==> config.mk <==
export PLATFORM = sky130hd
export DESIGN_NAME = cmpunit_top
export DESIGN_NICKNAME = d
export VERILOG_FILES = /design/src/rtl/cmpu_pkg.sv /design/src/rtl/cmpu_regs.sv /design/src/rtl/cmpu_timer.sv /design/src/rtl/cmpu_match.sv /design/src/rtl/cmpu_action.sv /design/src/rtl/cmpu_sevent.sv /design/src/rtl/cmpunit_top.sv
export SDC_FILE = /design/constraint.sdc
export NUM_CORES = 1
export LEC_CHECK = 0
export ABC_AREA = 1
export BUFFER_PORTS_ARGS = -buffer_cell sky130_fd_sc_hd__buf_2
export CAP_MARGIN = 20
export CORE_ASPECT_RATIO = 2
export CORE_MARGIN = 4
export CORE_UTILIZATION = 60
export DETAILED_ROUTE_END_ITERATION = 10
export GPL_TIMING_DRIVEN = 0
export PLACE_DENSITY = 0.84
export SKIP_LAST_GASP = 1
export SYNTH_ARGS = -nofsm -noshare
export SYNTH_HDL_FRONTEND = slang
export SYNTH_HIERARCHICAL = 1
export SYNTH_SLANG_ARGS = --single-unit
==> constraint.sdc <==
create_clock -name clk -period 3.2 [get_ports clk]
set_clock_uncertainty 0.15 [all_clocks]
set_input_delay 0.48 -clock clk [delete_from_list [all_inputs] [get_ports clk]]
set_output_delay 0.48 -clock clk [all_outputs]
set_load 0.03 [all_outputs]
==> src/rtl/cmpu_pkg.sv <==
package cmpu_pkg;

    localparam int ADDR_W = 2;
    localparam int MODE_W = 4;

    localparam logic [ADDR_W-1:0] REG_CMP  = 2'd0;
    localparam logic [ADDR_W-1:0] REG_CTRL = 2'd1;
    localparam logic [ADDR_W-1:0] REG_TMR  = 2'd2;
    localparam logic [ADDR_W-1:0] REG_CLR  = 2'd3;

    localparam logic [MODE_W-1:0] CODE_TOGGLE = 4'b0010;
    localparam logic [MODE_W-1:0] CODE_SET    = 4'b1000;
    localparam logic [MODE_W-1:0] CODE_CLR    = 4'b1001;
    localparam logic [MODE_W-1:0] CODE_IRQ    = 4'b1010;
    localparam logic [MODE_W-1:0] CODE_SEV    = 4'b1011;

    typedef enum logic [2:0] {
        ACT_NONE,
        ACT_TOGGLE,
        ACT_SET,
        ACT_CLR,
        ACT_IRQ,
        ACT_SEV
    } act_e;

    typedef enum logic { LAT_LOW, LAT_HIGH } lat_state_e;
    typedef enum logic { SE_IDLE, SE_ARMED } se_state_e;
    typedef enum logic { ADC_IDLE, ADC_BUSY } adc_state_e;

    function automatic act_e decode_mode(input logic [MODE_W-1:0] code);
        act_e a;
        case (code)
            CODE_TOGGLE: a = ACT_TOGGLE;
            CODE_SET:    a = ACT_SET;
            CODE_CLR:    a = ACT_CLR;
            CODE_IRQ:    a = ACT_IRQ;
            CODE_SEV:    a = ACT_SEV;
            default:     a = ACT_NONE;
        endcase
        return a;
    endfunction

endpackage

==> src/rtl/cmpu_regs.sv <==
module cmpu_regs
    import cmpu_pkg::*;
#(
    parameter int TW = 16
) (
    input  logic              clk,
    input  logic              rst_n,
    input  logic              wr_en,
    input  logic [ADDR_W-1:0] wr_addr,
    input  logic [TW-1:0]     wr_data,
    output logic [TW-1:0]     cmp_val,
    output logic [MODE_W-1:0] mode,
    output logic              ctrl_zero,
    output logic              tmr_load,
    output logic [TW-1:0]     tmr_load_val,
    output logic              clr_irq,
    output logic              clr_ovf
);

    logic sel_cmp, sel_ctrl, sel_tmr, sel_clr;

    always_comb begin
        sel_cmp  = wr_en && (wr_addr == REG_CMP);
        sel_ctrl = wr_en && (wr_addr == REG_CTRL);
        sel_tmr  = wr_en && (wr_addr == REG_TMR);
        sel_clr  = wr_en && (wr_addr == REG_CLR);
    end

    always_ff @(posedge clk or negedge rst_n) begin
        if (!rst_n) begin
            cmp_val <= '0;
            mode    <= '0;
        end else begin
            if (sel_cmp)  cmp_val <= wr_data;
            if (sel_ctrl) mode    <= wr_data[MODE_W-1:0];
        end
    end

    always_comb begin
        ctrl_zero    = sel_ctrl && (wr_data[MODE_W-1:0] == '0);
        tmr_load     = sel_tmr;
        tmr_load_val = wr_data;
        clr_irq      = sel_clr && wr_data[0];
        clr_ovf      = sel_clr && wr_data[1];
    end

endmodule

==> src/rtl/cmpu_timer.sv <==
module cmpu_timer #(
    parameter int TW = 16
) (
    input  logic          clk,
    input  logic          rst_n,
    input  logic          tick,
    input  logic          load,
    input  logic [TW-1:0] load_val,
    input  logic          sev_reset,
    input  logic          clr_ovf,
    output logic [TW-1:0] count,
    output logic          ovf
);

    localparam logic [TW-1:0] CNT_MAX = '1;

    logic wrap;

    always_comb wrap = tick && !load && !sev_reset && (count == CNT_MAX);

    always_ff @(posedge clk or negedge rst_n) begin
        if (!rst_n) begin
            count <= '0;
        end else if (load) begin
            count <= load_val;
        end else if (tick) begin
            if (sev_reset) count <= '0;
            else           count <= count + 1'b1;
        end
    end

    always_ff @(posedge clk or negedge rst_n) begin
        if (!rst_n)       ovf <= 1'b0;
        else if (wrap)    ovf <= 1'b1;
        else if (clr_ovf) ovf <= 1'b0;
    end

endmodule

==> src/rtl/cmpu_match.sv <==
module cmpu_match #(
    parameter int TW = 16
) (
    input  logic          clk,
    input  logic          rst_n,
    input  logic [TW-1:0] count,
    input  logic [TW-1:0] cmp_val,
    output logic          match_now,
    output logic          match_evt
);

    logic match_seen;

    always_comb begin
        match_now = (count == cmp_val);
        match_evt = match_now && !match_seen;
    end

    always_ff @(posedge clk or negedge rst_n) begin
        if (!rst_n) match_seen <= 1'b0;
        else        match_seen <= match_now;
    end

endmodule

==> src/rtl/cmpu_action.sv <==
module cmpu_action
    import cmpu_pkg::*;
(
    input  logic clk,
    input  logic rst_n,
    input  act_e act,
    input  logic match_evt,
    input  logic ctrl_zero,
    input  logic clr_irq,
    input  logic tris_en,
    output logic irq,
    output logic pin_out,
    output logic pin_en
);

    lat_state_e lat_q, lat_d;

    always_ff @(posedge clk or negedge rst_n) begin
        if (!rst_n) lat_q <= LAT_LOW;
        else        lat_q <= lat_d;
    end

    always_comb begin
        lat_d = lat_q;
        if (ctrl_zero) begin
            lat_d = LAT_LOW;
        end else if (match_evt) begin
            unique case (lat_q)
                LAT_LOW: begin
                    if (act == ACT_SET || act == ACT_TOGGLE) lat_d = LAT_HIGH;
                end
                LAT_HIGH: begin
                    if (act == ACT_CLR || act == ACT_TOGGLE) lat_d = LAT_LOW;
                end
            endcase
        end
    end

    always_ff @(posedge clk or negedge rst_n) begin
        if (!rst_n)                             irq <= 1'b0;
        else if (match_evt && act != ACT_NONE)  irq <= 1'b1;
        else if (clr_irq)                       irq <= 1'b0;
    end

    always_comb begin
        pin_out = (lat_q == LAT_HIGH);
        pin_en  = tris_en &&
                  (act == ACT_SET || act == ACT_CLR || act == ACT_TOGGLE);
    end

endmodule

==> src/rtl/cmpu_sevent.sv <==
module cmpu_sevent
    import cmpu_pkg::*;
(
    input  logic clk,
    input  logic rst_n,
    input  logic sev_mode,
    input  logic match_evt,
    input  logic match_now,
    input  logic tick,
    input  logic tmr_load,
    input  logic adc_en,
    input  logic adc_done,
    output logic trig,
    output logic sev_reset,
    output logic adc_go
);

    se_state_e  se_q, se_d;
    adc_state_e ad_q, ad_d;
    logic       req;

    always_ff @(posedge clk or negedge rst_n) begin
        if (!rst_n) begin
            se_q <= SE_IDLE;
            ad_q <= ADC_IDLE;
        end else begin
            se_q <= se_d;
            ad_q <= ad_d;
        end
    end

    always_comb begin
        se_d = se_q;
        unique case (se_q)
            SE_IDLE: begin
                if (trig && !tick && !tmr_load) se_d = SE_ARMED;
            end
            SE_ARMED: begin
                if (tick || tmr_load || !sev_mode) se_d = SE_IDLE;
            end
        endcase
    end

    always_comb begin
        ad_d = ad_q;
        unique case (ad_q)
            ADC_IDLE: begin
                if (req) ad_d = ADC_BUSY;
            end
            ADC_BUSY: begin
                if (adc_done && !req) ad_d = ADC_IDLE;
            end
        endcase
    end

    always_comb begin
        trig      = sev_mode && match_evt;
        req       = trig && adc_en;
        sev_reset = tick && sev_mode && match_now && !tmr_load &&
                    (se_q == SE_ARMED || trig);
        adc_go    = (ad_q == ADC_BUSY);
    end

endmodule

==> src/rtl/cmpunit_top.sv <==
module cmpunit_top
    import cmpu_pkg::*;
#(
    parameter int TW = 16
) (
    input  logic              clk,
    input  logic              rst_n,
    input  logic              tick,
    input  logic              wr_en,
    input  logic [1:0]        wr_addr,
    input  logic [TW-1:0]     wr_data,
    input  logic              adc_en,
    input  logic              adc_done,
    input  logic              tris_en,
    output logic [TW-1:0]     timer_cnt,
    output logic              ovf_flag,
    output logic              irq_flag,
    output logic              trig_pulse,
    output logic              adc_go,
    output logic              pin_out,
    output logic              pin_en
);

    logic [TW-1:0]     cmp_q;
    logic [MODE_W-1:0] mode_q;
    logic              ctrl_zero, tmr_load, clr_irq, clr_ovf;
    logic [TW-1:0]     tmr_load_val;
    logic              match_now, match_evt, sev_reset;
    act_e              act;

    always_comb act = decode_mode(mode_q);

    cmpu_regs #(.TW(TW)) u_regs (
        .clk          (clk),
        .rst_n        (rst_n),
        .wr_en        (wr_en),
        .wr_addr      (wr_addr),
        .wr_data      (wr_data),
        .cmp_val      (cmp_q),
        .mode         (mode_q),
        .ctrl_zero    (ctrl_zero),
        .tmr_load     (tmr_load),
        .tmr_load_val (tmr_load_val),
        .clr_irq      (clr_irq),
        .clr_ovf      (clr_ovf)
    );

    cmpu_timer #(.TW(TW)) u_timer (
        .clk       (clk),
        .rst_n     (rst_n),
        .tick      (tick),
        .load      (tmr_load),
        .load_val  (tmr_load_val),
        .sev_reset (sev_reset),
        .clr_ovf   (clr_ovf),
        .count     (timer_cnt),
        .ovf       (ovf_flag)
    );

    cmpu_match #(.TW(TW)) u_match (
        .clk       (clk),
        .rst_n     (rst_n),
        .count     (timer_cnt),
        .cmp_val   (cmp_q),
        .match_now (match_now),
        .match_evt (match_evt)
    );

    cmpu_action u_action (
        .clk       (clk),
        .rst_n     (rst_n),
        .act       (act),
        .match_evt (match_evt),
        .ctrl_zero (ctrl_zero),
        .clr_irq   (clr_irq),
        .tris_en   (tris_en),
        .irq       (irq_flag),
        .pin_out   (pin_out),
        .pin_en    (pin_en)
    );

    cmpu_sevent u_sevent (
        .clk       (clk),
        .rst_n     (rst_n),
        .sev_mode  (act == ACT_SEV),
        .match_evt (match_evt),
        .match_now (match_now),
        .tick      (tick),
        .tmr_load  (tmr_load),
        .adc_en    (adc_en),
        .adc_done  (adc_done),
        .trig      (trig_pulse),
        .sev_reset (sev_reset),
        .adc_go    (adc_go)
    );

endmodule

==> metrics.txt <==
run status finished, final reports clean; area grow syn2layout 14.4%; Die X-Extent ~56 µm; post-synth cell types 30; Post-synth EDFFs 0; initial antenna violation count 0; Worst R2R Setup Slack 0.54 ns; Yosys reg bits 42; GRT Overall Usage around a quarter; worst slack, placed ~0.63 ns; CP dominant cell by count nand2_1; hold crit path type in -> async; RD Place Congestion 0.979; Nets 480; WP data arrival 2.03 ns; r2r endpoint u_timer/count[12]$_DFFE_PN0P_; Gate Count Post-Synth around 400; Final setup viols 0; most frequent cells in the layout nand2_1, inv_1, nor2_1; Initial Util 63.0%; # diodes 0; estimated wirelength of the detail-placed design between 5000 and 6000 µm; f_max ~380 MHz; leading cell type in the layout, fill and taps excluded nand2_1; RSZ-0062 raised after global routing false; clock tree root buffer cell clkbuf_8; Die ar. 5860 µm²; CTS Hold Buffers Added 0; PwrDens 541 nW/µm²; Ys Warns 6; CP Class reg -> out; Max-slew headroom 35.7%; Buf/Inv on CP 3; largest net degree at the start of global routing 43; first-pass GRT wire length 12100 µm; total wire length between 7000 and 8000 µm; Syn Area/Cell around 6.9 µm²; Final Hold Vio Count 0; detailed-route via count approximately 2700; postcts setup bufs 0; Critical Path, Cell by Cell inv_1 -> nand2_1 -> nand2_1 -> nor2_1 -> nand2_1 -> nor2_1 -> nand2_1 -> nor2_2 -> nand2_1 -> inv_1 -> buf_2; CTS clk-pin slew, worst paths 0.08 ns; Max stage delay on crit path between 0.5 and 0.6 ns; total CTS buffers 5; Sinks on Clock Net 42; post-synthesis sequential area ratio 37.7%; Slew @ Worst Pin 0.965 ns; Port Buffers 45; Max-Cap Viols 0; predominant post-synthesis flop cell dfrtp_1; slowest CP cell dfrtp_1; Crit path required time 2.57 ns; Placed Instances 501; CTS resizes 0; Post-Syn Area 2790 µm²; drt wl/cell 13.9 µm; FF-to-FF path depth 17; Residual DRC 0; crit path max fanout 8; post-route ant nets 0; via/cell ratio 5.34; Final Non-Filler Cells 509; Clock Path Buffers 2; vias in the first global route ~2600; CTS tree yes; Syn Nets 428; die height between 100 and 150 µm; Final Slew Violations 0; I/O pins 47; Crit. End Element output port; DR pass1 iterations 4; CTS H-tree lvls 2; minimum clock period 2.66 ns; Core Rows 34; static leakage 1.77 nW; Initial DRC Count 125; Final WS setup 0.539 ns; layout cells sized above 1 22.2%; core area 4420 µm²; Reg2Reg Launch Point u_timer/count[0]$_DFFE_PN0P_; worst-skew pair later-pin latency 0.29 ns; gr ovfl total 0; ys async rst share 100%; Top Family by Delay on Critical Path simple AND/OR/NAND/NOR gates; crit start category register; setup TNS 0 ns; final period utilization 83.1%; VDD IR max 0.000459 V
how the worst max path moves through the flow:
| stage | start | to | slack, ns | cells past startpoint |
|---|---|---|---|---|
| after floorplan | u_timer/count[2]$_DFFE_PN0P_ | u_timer/count[12]$_DFFE_PN0P_ | 0.92 | 17 |
| after global placement | u_timer/count[0]$_DFFE_PN0P_ | u_timer/count[12]$_DFFE_PN0P_ | 0.66 | 17 |
| after CTS | u_timer/count[0]$_DFFE_PN0P_ | trig_pulse | 0.54 | 11 |
| after detailed placement | u_timer/count[2]$_DFFE_PN0P_ | u_timer/count[12]$_DFFE_PN0P_ | 0.63 | 17 |
| after global routing | u_timer/count[2]$_DFFE_PN0P_ | u_timer/count[12]$_DFFE_PN0P_ | 0.28 | 17 |
| final | u_timer/count[0]$_DFFE_PN0P_ | trig_pulse | 0.54 | 11 |
synth_stat cells (2+ instances only):
cell / count / area [µm²]
nor2_4: 5 / 56.3
a22oi_1: 11 / 82.6
buf_4: 16 / 120
nand4_1: 7 / 43.8
nor2_2: 6 / 37.5
dfrtp_1: 42 / 1050
nor2_1: 46 / 173
nand3_1: 34 / 170
a21oi_1: 4 / 20.0
inv_1: 53 / 199
o21ai_1: 7 / 35.0
o21ai_0: 3 / 15.0
inv_2: 3 / 11.3
clkbuf_8: 2 / 27.5
buf_6: 5 / 56.3
o211ai_1: 4 / 30.0
o21bai_1: 3 / 22.5
xor2_1: 2 / 17.5
nand2_2: 7 / 43.8
nand2_1: 132 / 495
cells by family (layout without fill, tap and decap cells):
logic type | after synthesis | count (layout) | synth area share, %
AND/OR/NAND/NOR | 241 | 241 | 37.9
XOR/XNOR | 3 | 3 | 0.943
AO/OA/AOI/OAI | 33 | 33 | 7.59
adder cells (fa/ha/maj) | 1 | 1 | 0.449
buffers and inverters | 82 | 135 | 15.4
flip-flops | 42 | 42 | 37.7
area by class of cell:
type / instances / area, µm²
repair buffers: 45 / 225
flip-flops and latches: 42 / 1050
multi-input cells: 278 / 1310
plain buffers: 24 / 208
clock inverters: 3 / 40.0
well taps: 54 / 67.6
clock buffers: 5 / 68.8
inverters: 58 / 223
fillers: 376 / 1240
where the power goes:
part           total, mW  internal, mW  leakage, nW  switching (mW)
logic              0.557         0.199         1.18           0.358
registers          0.753         0.618        0.533           0.136
clock network      0.416         0.230       0.0579           0.186
total               1.73          1.05         1.77           0.680
routing by layer:
layer | GRT usage, % | share of wire, % | up-vias
met5 | 0 | 0 | -
met4 | 14.9 | 4.9 | 0
met3 | 4.22 | 7.1 | 32
met2 | 45.4 | 52 | 118
met1 | 28.4 | 36 | 1232
li1 | - | - | 1337
per-stage QoR:
| stage | utilization, % | hold WS (ns) | instance area (µm²) | total power, mW |
|---|---|---|---|---|
| 2_1_floorplan | - | 0.0344 | 2790 | 1.14 |
| 3_3_place_gp | 69.6 | 0.325 | 3080 | 1.30 |
| 3_5_place_dp | 69.6 | 0.330 | 3080 | 1.32 |
| 4_1_cts | 72.1 | 0.208 | 3190 | 1.74 |
| 5_1_grt | 72.1 | 0.249 | 3190 | 1.85 |
| 6_report | 72.1 | 0.187 | 3190 | 1.73 |
sequential cells by signal, summed over array words and instances (netlist names):
name	count
u_sevent/se_q	1
u_regs/mode	4
u_action/pin_out	1
u_regs/cmp_val	16
u_timer/count	16
u_action/irq	1
u_sevent/adc_go	1
u_match/match_seen	1
u_timer/ovf	1
Note: power is estimated with default switching activity, not from simulation.
